===== src/rtl/tsf_pkg.sv =====
package tsf_pkg;

    localparam int REG_W  = 8;
    localparam int NFLAG  = 3;
    localparam int RSVD_W = REG_W - NFLAG;

    // Bit positions inside the status image (software decodes these)
    localparam int BIT_GA  = 0;
    localparam int BIT_GB  = 1;
    localparam int BIT_OVF = 2;

    // Packed in MSB-first order so the struct maps onto bits 2..0
    typedef struct packed {
        logic ovf;
        logic gb;
        logic ga;
    } flag_vec_t;

    typedef struct packed {
        logic             rd;
        logic             wr;
        logic [REG_W-1:0] wdata;
    } cpu_req_t;

    localparam logic [REG_W-1:0] RSVD_ONES = {{RSVD_W{1'b1}}, {NFLAG{1'b0}}};

    function automatic logic [REG_W-1:0] status_image(flag_vec_t f);
        return RSVD_ONES | {{RSVD_W{1'b0}}, f};
    endfunction

    function automatic logic [NFLAG-1:0] flag_bits(flag_vec_t f);
        return f;
    endfunction

endpackage


===== src/rtl/tsf_event_qual.sv =====
module tsf_event_qual
    import tsf_pkg::*;
(
    input  logic      updown_mode,
    input  logic      ovf_evt,
    input  logic      unf_evt,
    input  logic      cmp_a_evt,
    input  logic      cmp_b_evt,
    output flag_vec_t set_v
);
    logic unf_ok;

    // Downward wrap is only meaningful when the channel counts both ways
    assign unf_ok = unf_evt & updown_mode;

    always_comb begin
        set_v     = '0;
        set_v.ovf = ovf_evt | unf_ok;
        set_v.gb  = cmp_b_evt;
        set_v.ga  = cmp_a_evt;
    end
endmodule


===== src/rtl/tsf_flag_cell.sv =====
module tsf_flag_cell (
    input  logic clk,
    input  logic rst,
    input  logic standby,
    input  logic set_i,
    input  logic rd_i,
    input  logic wr_i,
    input  logic wbit_i,
    output logic flag_o,
    output logic armed_o
);
    logic flag_q;
    logic armed_q;
    logic clr_ok;

    assign clr_ok = wr_i & armed_q & ~wbit_i;

    always_ff @(posedge clk) begin
        if (rst || standby) begin
            flag_q  <= 1'b0;
            armed_q <= 1'b0;
        end else begin
            if (set_i)
                flag_q <= 1'b1;
            else if (clr_ok)
                flag_q <= 1'b0;

            if (wr_i)
                armed_q <= 1'b0;
            else if (rd_i && flag_q)
                armed_q <= 1'b1;
        end
    end

    assign flag_o  = flag_q;
    assign armed_o = armed_q;

    p_set_sticky_r3: assert property (@(posedge clk) disable iff (rst || standby)
        set_i |=> flag_o);

    p_set_wins_r8: assert property (@(posedge clk) disable iff (rst || standby)
        (set_i && wr_i && !wbit_i) |=> flag_o);

    p_clear_armed_r5: assert property (@(posedge clk) disable iff (rst || standby)
        (wr_i && armed_o && !wbit_i && !set_i) |=> !flag_o);

    p_keep_unarmed_r6: assert property (@(posedge clk) disable iff (rst || standby)
        (wr_i && !set_i && (!armed_o || wbit_i)) |=> (flag_o == $past(flag_o)));

    p_write_disarms_r7: assert property (@(posedge clk) disable iff (rst || standby)
        wr_i |=> !armed_o);

    p_arm_needs_flag_r7: assert property (@(posedge clk) disable iff (rst || standby)
        (!wr_i && !flag_o) |=> (armed_o == $past(armed_o)));
endmodule


===== src/rtl/tsf_irq_gen.sv =====
module tsf_irq_gen
    import tsf_pkg::*;
(
    input  logic             clk,
    input  logic             rst,
    input  logic             standby,
    input  flag_vec_t        flags,
    input  logic [NFLAG-1:0] en,
    output logic [NFLAG-1:0] irq
);
    logic [NFLAG-1:0] irq_q;

    for (genvar i = 0; i < NFLAG; i++) begin : g_req
        always_ff @(posedge clk) begin
            if (rst || standby)
                irq_q[i] <= 1'b0;
            else
                irq_q[i] <= flags[i] & en[i];
        end
    end

    assign irq = irq_q;

    p_irq_masked_r9: assert property (@(posedge clk) disable iff (rst || standby)
        ((flag_bits(flags) & en) == '0) |=> (irq == '0));

    p_irq_needs_flag_r9: assert property (@(posedge clk) disable iff (rst || standby)
        (irq != '0) |-> ($past(flag_bits(flags) & en) != '0));
endmodule


===== src/rtl/tsf_status_top.sv =====
module tsf_status_top
    import tsf_pkg::*;
(
    input  logic             clk,
    input  logic             rst,
    input  logic             standby,
    input  logic             updown_mode,
    input  logic             ovf_evt,
    input  logic             unf_evt,
    input  logic             cmp_a_evt,
    input  logic             cmp_b_evt,
    input  logic             rd_en,
    input  logic             wr_en,
    input  logic [REG_W-1:0] wr_data,
    input  logic [NFLAG-1:0] irq_en,
    output logic [REG_W-1:0] rd_data,
    output logic [NFLAG-1:0] irq_req
);
    cpu_req_t         req;
    flag_vec_t        set_v;
    flag_vec_t        flags;
    logic [NFLAG-1:0] set_bits;
    logic [NFLAG-1:0] flag_bits_w;
    logic [NFLAG-1:0] armed;

    assign req.rd    = rd_en;
    assign req.wr    = wr_en;
    assign req.wdata = wr_data;

    tsf_event_qual u_qual (
        .updown_mode (updown_mode),
        .ovf_evt     (ovf_evt),
        .unf_evt     (unf_evt),
        .cmp_a_evt   (cmp_a_evt),
        .cmp_b_evt   (cmp_b_evt),
        .set_v       (set_v)
    );

    assign set_bits = set_v;

    for (genvar i = 0; i < NFLAG; i++) begin : g_flag
        tsf_flag_cell u_cell (
            .clk     (clk),
            .rst     (rst),
            .standby (standby),
            .set_i   (set_bits[i]),
            .rd_i    (req.rd),
            .wr_i    (req.wr),
            .wbit_i  (req.wdata[i]),
            .flag_o  (flag_bits_w[i]),
            .armed_o (armed[i])
        );
    end

    assign flags   = flag_vec_t'(flag_bits_w);
    assign rd_data = status_image(flags);

    tsf_irq_gen u_irq (
        .clk     (clk),
        .rst     (rst),
        .standby (standby),
        .flags   (flags),
        .en      (irq_en),
        .irq     (irq_req)
    );

    p_unf_masked_r4: assert property (@(posedge clk) disable iff (rst || standby)
        (unf_evt && !updown_mode && !ovf_evt && !flags.ovf) |=> !flags.ovf);

    p_unf_sets_r4: assert property (@(posedge clk) disable iff (rst || standby)
        (unf_evt && updown_mode) |=> flags.ovf);

    p_standby_init_r10: assert property (@(posedge clk) disable iff (rst)
        standby |=> (rd_data == RSVD_ONES && armed == '0 && flag_bits_w == '0));

    p_standby_irq_r10: assert property (@(posedge clk) disable iff (rst)
        (standby && $past(standby)) |-> (irq_req == '0));
endmodule


===== config.mk =====
export PLATFORM = sky130hd
export DESIGN_NAME = tsf_status_top
export DESIGN_NICKNAME = d
export VERILOG_FILES = /design/src/rtl/tsf_pkg.sv /design/src/rtl/tsf_event_qual.sv /design/src/rtl/tsf_flag_cell.sv /design/src/rtl/tsf_irq_gen.sv /design/src/rtl/tsf_status_top.sv
export SDC_FILE = /design/constraint.sdc
export NUM_CORES = 1
export LEC_CHECK = 0
export ABC_AREA = 1
export CAP_MARGIN = 20
export CORE_MARGIN = 5
export CORE_UTILIZATION = 27
export DETAILED_ROUTE_END_ITERATION = 10
export PLACE_DENSITY = 0.71
export SYNTH_ARGS = -nofsm -noshare
export SYNTH_HDL_FRONTEND = slang
export SYNTH_SLANG_ARGS = --single-unit

===== constraint.sdc =====
create_clock -name clk -period 0.8 [get_ports clk]
set_input_delay 0.24 -clock clk [delete_from_list [all_inputs] [get_ports clk]]
set_output_delay 0.24 -clock clk [all_outputs]
set_load 0.01 [all_outputs]

==> results of run 1 <==
-- sequential cells by signal, summed over array words and instances, names as in the netlist --
register and cells:
g_flag.u_cell.flag_o 3, u_irq.irq 3, g_flag.u_cell.armed_o 3
-- layout by cell type (no fill, tap or decap) --
| master | count |
|---|---|
| nor2_1 | 6 |
| clkbuf_1 | 1 |
| dlygate4sd2_1 | 3 |
| conb_1 | 5 |
| buf_4 | 3 |
| clkbuf_4 | 3 |
| inv_2 | 1 |
| nand3_1 | 6 |
| nand2_1 | 11 |
| inv_1 | 5 |
| buf_6 | 3 |
| clkdlybuf4s50_1 | 12 |
| nand2_2 | 1 |
| buf_2 | 3 |
| dfxtp_1 | 6 |
| nor2_4 | 1 |
| a21oi_1 | 3 |
| dfxtp_2 | 3 |
-- metal layers --
metal / vias to the layer above / wire length, um / global-route usage, % / part of all wire (%)
met5: - / 0 / 0 / 0
met4: 0 / 0 / 3.226 / 0
met3: 0 / 123 / 8.487 / 15
met2: 15 / 416 / 12.50 / 52
met1: 141 / 263 / 7.761 / 33
li1: 193 / - / - / -
-- per-stage QoR --
stage	cells	total power (uW)	hold slack, ns	setup TNS (ns)	worst slack [ns]
floorplan	56	560.0	0.3505	0	0.1007
global placement	87	650.4	0.4529	-4.536	-0.3484
detailed placement	87	650.3	0.4674	-4.684	-0.3650
CTS	91	992.7	0.4149	-0.8119	-0.1431
global route	91	1043	0.4482	-0.9825	-0.1762
finish	91	975.1	0.4194	-0.7438	-0.1318
-- layout make-up --
| type | count | area, sq um |
|---|---|---|
| Clock buffer | 4 | 26.28 |
| Fill cell | 138 | 719.4 |
| Inverter | 6 | 22.52 |
| Multi-Input combinational cell | 33 | 145.1 |
| Sequential cell | 9 | 183.9 |
| Tap cell | 15 | 18.77 |
| Timing Repair Buffer | 24 | 217.7 |
-- kinds of logic after synthesis --
family                 share of synthesized area (%)
AOI/OAI and AO/OA                              3.821
and+or+nand+nor                                28.34
DFF                                            45.86
buffers and inverters                          21.02
other                                         0.9545
-- worst max-delay path by stage --
stage | startpoint | end | cells after the start
after floorplan | g_flag[0].u_cell.flag_o$_SDFFE_PP0P_ | rd_data[0] | 1
after global placement | standby | g_flag[2].u_cell.armed_o$_SDFFE_PP0P_ | 4
after detailed placement | standby | u_irq.irq[0]$_SDFF_PP0_ | 4
after CTS | g_flag[2].u_cell.flag_o$_SDFFE_PP0P_ | rd_data[2] | 1
after global routing | g_flag[2].u_cell.flag_o$_SDFFE_PP0P_ | rd_data[2] | 1
final | g_flag[2].u_cell.flag_o$_SDFFE_PP0P_ | rd_data[2] | 1
-- report_power, final --
| group | leakage, uW | total (uW) | switching, uW | internal [uW] |
|---|---|---|---|---|
| registers | 0.0000743 | 471 | 7.31 | 464 |
| logic | 0.000204 | 166 | 64.7 | 102 |
| clock network | 0.0000150 | 338 | 146 | 191 |
| total | 0.000294 | 975 | 218 | 757 |
-- timing repair --
action / 4_1_cts / 5_1_grt
hold endpoints to repair: 0 / 0
gates resized for setup: 34 / 0
endpoints found under the setup margin: 15 / 6
pin swaps: 1 / 0
==> reports/qor.tcl, run 1 <==
set qor(detail_route.iter0.violations) 2
set qor(clock-root-buffer) {clkbuf_4}
set qor(synth-edff-count) 0
set qor(setup-violations-final) 6
set qor(critical_path.startpoint_type) {register}
set qor(via_count) 349
set qor(cts_hold_buffers) 0
set qor(worstPathCellList) {buf_6}
set qor(slowest_delay_ns) 0.32
set qor(syn-cell-area_sq_um) 392.9
set qor(leakage_power_of_the_design_uw) 0.0002936
set qor(cts_tree) {done}
set qor(first_pass_iters) 3
set qor(ys_seq_elements) 9
set qor(ys_types) 10
set qor(rr_endpoint) {g_flag[2].u_cell.armed_o$_SDFFE_PP0P_}
set qor(synthArstFlopShare_pct) 0
set qor(worstPathMaxFanout) 2
set qor(share_of_cells_above_drive_strength_1_pct) 23.68
set qor(rsz0062_at_grt) {true}
set qor(core_region_area_sq_mm) 0.001334
set qor(final_cell_area_sq_um) 614.3
set qor(vias_per_cell) 3.835
set qor(synth.cells.most_frequent) {nand2_1, dfxtp_1, buf_4}
set qor(reg2regPathDepth) 3
set qor(critPathKind) {reg -> out}
set qor(syn_avg_cell_area_sq_um) 7.555
set qor(max_cap_violations) 0
set qor(chipHeight_um) 48.15
set qor(port_buffers) 21
set qor(whs_path_depth) 4
set qor(holdCritStartpoint) {standby}
set qor(hold_viol_final) 0
set qor(totalWireLength_um) 803
set qor(number_of_buffers_created_by_cts) 3
set qor(clock_path_buffers) 2
set qor(gp_congestion) 0.6876
set qor(place_hpwl_um) 694.7
set qor(clk_transition_reported_paths_ns) 0.06
set qor(arrival_time_worst_endpoint_ns) 0.69
set qor(violations) {setup timing}
set qor(n_antenna_cell) 0
set qor(run_status) {finished with violations}
set qor(grt_antenna_before_repair) 0
set qor(cp.required_ns) 0.56
set qor(synth_seq_area_share_pct) 45.86
set qor(synth.top_cell.area_share_pct) 45.86
set qor(synth_warnings) 0
set qor(yosysTopAreaCell) {dfxtp_1}
set qor(hp-class) {in -> reg}
set qor(timing_max_transition_violations_final) 0
set qor(drt_drc_violations_left) 0
set qor(post_cts_buffers) 0
set qor(period_minus_slack_ns) 0.9318
set qor(globalRouteOverflowTotal) 0
set qor(route.antenna.remaining_nets) 0
set qor(critical_path.top_delay_family) {flip-flops}
set qor(fin_ws_ns) -0.1318
set qor(detail_route.wl_per_cell_um) 8.824
set qor(synth.most_common_cell) {nand2_1}
set qor(fin_nets) 98
set qor(cts-htree-levels) 1
set qor(global_route_wire_length_before_repair_mm) 1.221
set qor(worst_ir_drop_vdd_mv) 0.8289
set qor(placement.cell_area_sq_um) 599.3
set qor(synth.top_cells.by_area) {dfxtp_1, buf_4, nand2_1}
set qor(dominantRegCellSynth) {dfxtp_1}
set qor(dieArea_sq_mm) 0.002318
set qor(ff2ff_setup_slack_ns) 0.06
set qor(master_of_the_slowest_instance_on_the_critical_path) {dfxtp_2}
set qor(io_pins) 32
set qor(insertion_delay_ns) 0.26
set qor(number_of_global_route_vias_before_repair) 316
set qor(capture_endpoint_of_the_worst_hold_path) {g_flag[0].u_cell.flag_o$_SDFFE_PP0P_}
set qor(worst-path-buf-inv) 1
set qor(period_share_pct) 116.5
set qor(finalCoreUtilization_pct) 46.06
set qor(die_w_um) 48.15
set qor(highest_attainable_clock_frequency_mhz) 1073
set qor(effective_utilization_at_floorplan_pct) 29.46
set qor(launching_point_of_the_worst_reg2reg_path) {g_flag[2].u_cell.flag_o$_SDFFE_PP0P_}
set qor(timing.critical_path.to_type) {output pin}
set qor(core.rowCount) 13
set qor(flow.area_growth_from_synthesis_pct) 56.37
set qor(cellPowerDensity_mw_per_mm2) 1587
set qor(globalRouteTotalUtil_pct) 8.408
set qor(synthCells) 52
set qor(cts.sink_count) 9
set qor(grt_start_max_net_pins) 9
set qor(timing.clock.skew_ns) 0.006205
Power figures use the tool's default switching activity.
==> run 2, diff against run 1 <==
- CAP_MARGIN: 20 -> 15
- MAX_ROUTING_LAYER: not set -> met4
==> run 2 against run 1 <==
  * The run still ends with setup timing left
  * Combinational power about the same
  * Die area is the same
  * First-iteration DRC count stayed put
  * Maximum frequency is 0.21% higher
  * Highest routed layer unchanged
==> reports/qor.tcl, run 2 (synthesis results as in run 1) <==
set qor(num-fill-cells) 138 ;# unchanged
set qor(io_pins) 32 ;# unchanged
set qor(number_of_buffers_created_by_cts) 3 ;# unchanged
set qor(cellPowerDensity_mw_per_mm2) 1584 ;# was 1587 mW/mm^2
set qor(reg2regPathDepth) 3 ;# unchanged
set qor(cts-htree-levels) 1 ;# unchanged
set qor(global_route_wire_length_before_repair_mm) 1.221 ;# unchanged
set qor(n_antenna_cell) 0 ;# unchanged
set qor(cp.required_ns) 0.56 ;# about the same
set qor(clock_path_buffers) 2 ;# unchanged
set qor(worstPathMaxFanout) 2 ;# unchanged
set qor(whs_path_depth) 4 ;# unchanged
set qor(detail_route.wl_per_cell_um) 8.780 ;# was 8.824 um
set qor(highest_attainable_clock_frequency_mhz) 1075 ;# was 1073 MHz
set qor(dieArea_sq_mm) 0.002318 ;# unchanged
set qor(arrival_time_worst_endpoint_ns) 0.69 ;# about the same
set qor(place_hpwl_um) 694.7 ;# unchanged
set qor(route.antenna.remaining_nets) 0 ;# unchanged
set qor(most-common-layout-cells) {clkdlybuf4s50_1, nand2_1, nor2_1, nand3_1, dfxtp_1} ;# unchanged
set qor(flow.area_growth_from_synthesis_pct) 56.37 ;# unchanged
set qor(hp-class) {in -> reg} ;# unchanged
set qor(slowest_delay_ns) 0.32 ;# about the same
set qor(die_w_um) 48.15 ;# unchanged
set qor(totalWireLength_um) 799 ;# was 803 um
set qor(globalRouteOverflowTotal) 0 ;# unchanged
set qor(fin_ws_ns) -0.1298 ;# was -0.1318 ns
set qor(clock-root-buffer) {clkbuf_4} ;# unchanged
set qor(worst-path-buf-inv) 1 ;# unchanged
set qor(setup-violations-final) 6 ;# unchanged
set qor(timing.critical_path.to_type) {output pin} ;# unchanged
set qor(master_of_the_slowest_instance_on_the_critical_path) {dfxtp_2} ;# unchanged
set qor(worst_ir_drop_vdd_mv) 0.8283 ;# was 0.8289 mV
set qor(run_status) {finished with violations} ;# unchanged
set qor(critPathKind) {reg -> out} ;# unchanged
set qor(gp_congestion) 0.6948 ;# was 0.6876
set qor(clk_transition_reported_paths_ns) 0.06 ;# about the same
set qor(period_share_pct) 116.2 ;# was 116.5%
set qor(drt_drc_violations_left) 0 ;# unchanged
set qor(core_region_area_sq_mm) 0.001334 ;# unchanged
set qor(effective_utilization_at_floorplan_pct) 29.46 ;# unchanged
set qor(detail_route.iter0.violations) 2 ;# unchanged
set qor(cts.sink_count) 9 ;# unchanged
set qor(timing.clock.skew_ns) 0.005432 ;# was 0.006205 ns
set qor(hold_viol_final) 0 ;# unchanged
set qor(grt_antenna_before_repair) 0 ;# unchanged
set qor(critical_path.top_delay_family) {flip-flops} ;# unchanged
set qor(via_count) 352 ;# was 349
set qor(vias_per_cell) 3.868 ;# was 3.835
set qor(insertion_delay_ns) 0.26 ;# about the same
set qor(timing_max_transition_violations_final) 0 ;# unchanged
set qor(violations) {setup timing} ;# unchanged
set qor(cts_tree) {done} ;# unchanged
set qor(leakage_power_of_the_design_uw) 0.0002936 ;# unchanged
set qor(fin_worst_hold_slack_ns) 0.4213 ;# was 0.4194 ns
set qor(port_buffers) 21 ;# unchanged
set qor(globalRouteTotalUtil_pct) 8.669 ;# was 8.408%
set qor(fin_nets) 98 ;# unchanged
set qor(worstPathCellList) {buf_6} ;# unchanged
set qor(final_cell_area_sq_um) 614.3 ;# unchanged
set qor(critical_path.startpoint_type) {register} ;# unchanged
set qor(cts_hold_buffers) 0 ;# unchanged
set qor(placement.cell_area_sq_um) 599.3 ;# unchanged
set qor(chipHeight_um) 48.15 ;# unchanged
set qor(seqCellArea_sq_um) 183.9 ;# unchanged
set qor(cp.depth) 1 ;# unchanged
set qor(max_cap_violations) 0 ;# unchanged
set qor(core.rowCount) 13 ;# unchanged
set qor(multiInputGateArea_sq_um) 145.1 ;# unchanged
set qor(first_pass_iters) 2 ;# was 3
set qor(share_of_cells_above_drive_strength_1_pct) 23.68 ;# unchanged
set qor(final_common_cell) {clkdlybuf4s50_1} ;# unchanged
set qor(grt_start_max_net_pins) 9 ;# unchanged
set qor(ff2ff_setup_slack_ns) 0.07 ;# was 0.06 ns
set qor(period_minus_slack_ns) 0.9298 ;# was 0.9318 ns
set qor(rsz0062_at_grt) {true} ;# unchanged
set qor(number_of_global_route_vias_before_repair) 315 ;# was 316
run 2: cell counts in the layout (fill, tap and decap cells not counted):
No cell type changed its count.
run 2: tightest hold or removal path, delay by kind of cell:
| kind | cells | cell delay, ns |
|---|---|---|
| buffers and inverters | 1 | 0.24 |
| and+or+nand+nor | 3 | 0.16 |
run 2: timing repair:
action	CTS	global route
setup buffers	0	0
resized for setup	34	0
setup endpoints to repair	15	6
pin swaps	1	0
run 2: where the power goes:
part	internal, uW	switching, uW	total (uW)
sequential	464	7.30	471
combinational	102	64.8	167
clock	191	144	335
run 2: final cells by class:
class                      count  share of cell area (%)
clock buffer                   4                   4.277
sequential                     9                   29.94
timing repair buffer          24                   35.44
tap                           15                   3.055
multi-input combinational     33                   23.63
inverter                       6                   3.666
run 2: final timing paths:
| path | startpoint | to |
|---|---|---|
| worst min-delay path | standby | g_flag[0].u_cell.flag_o$_SDFFE_PP0P_ |
| worst min register to register | g_flag[2].u_cell.armed_o$_SDFFE_PP0P_ | g_flag[2].u_cell.armed_o$_SDFFE_PP0P_ |
| worst max-delay path | g_flag[2].u_cell.flag_o$_SDFFE_PP0P_ | rd_data[2] |
| worst max register to register | g_flag[2].u_cell.flag_o$_SDFFE_PP0P_ | g_flag[2].u_cell.armed_o$_SDFFE_PP0P_ |
run 2: routing by layer:
layer	track usage [%]	vias up	part of all wire, %	wire length [um]
met3	7.749	0	14	111
met5	-	-	0	0
li1	-	193	-	-
met1	8.204	145	35	279
met4	3.226	0	0	0
met2	12.50	14	51	408
run 2: metrics by stage:
stage	util, %	power [uW]	instances	setup WS, ns	TNS (ns)
floorplan	-	560.0	56	0.1007	0
global placement	44.93	650.4	87	-0.3484	-4.536
detailed placement	44.93	650.3	87	-0.3650	-4.684
CTS	46.06	992.7	91	-0.1431	-0.8119
global route	46.06	1043	91	-0.1762	-0.9825
finish	46.06	973.0	91	-0.1298	-0.7328
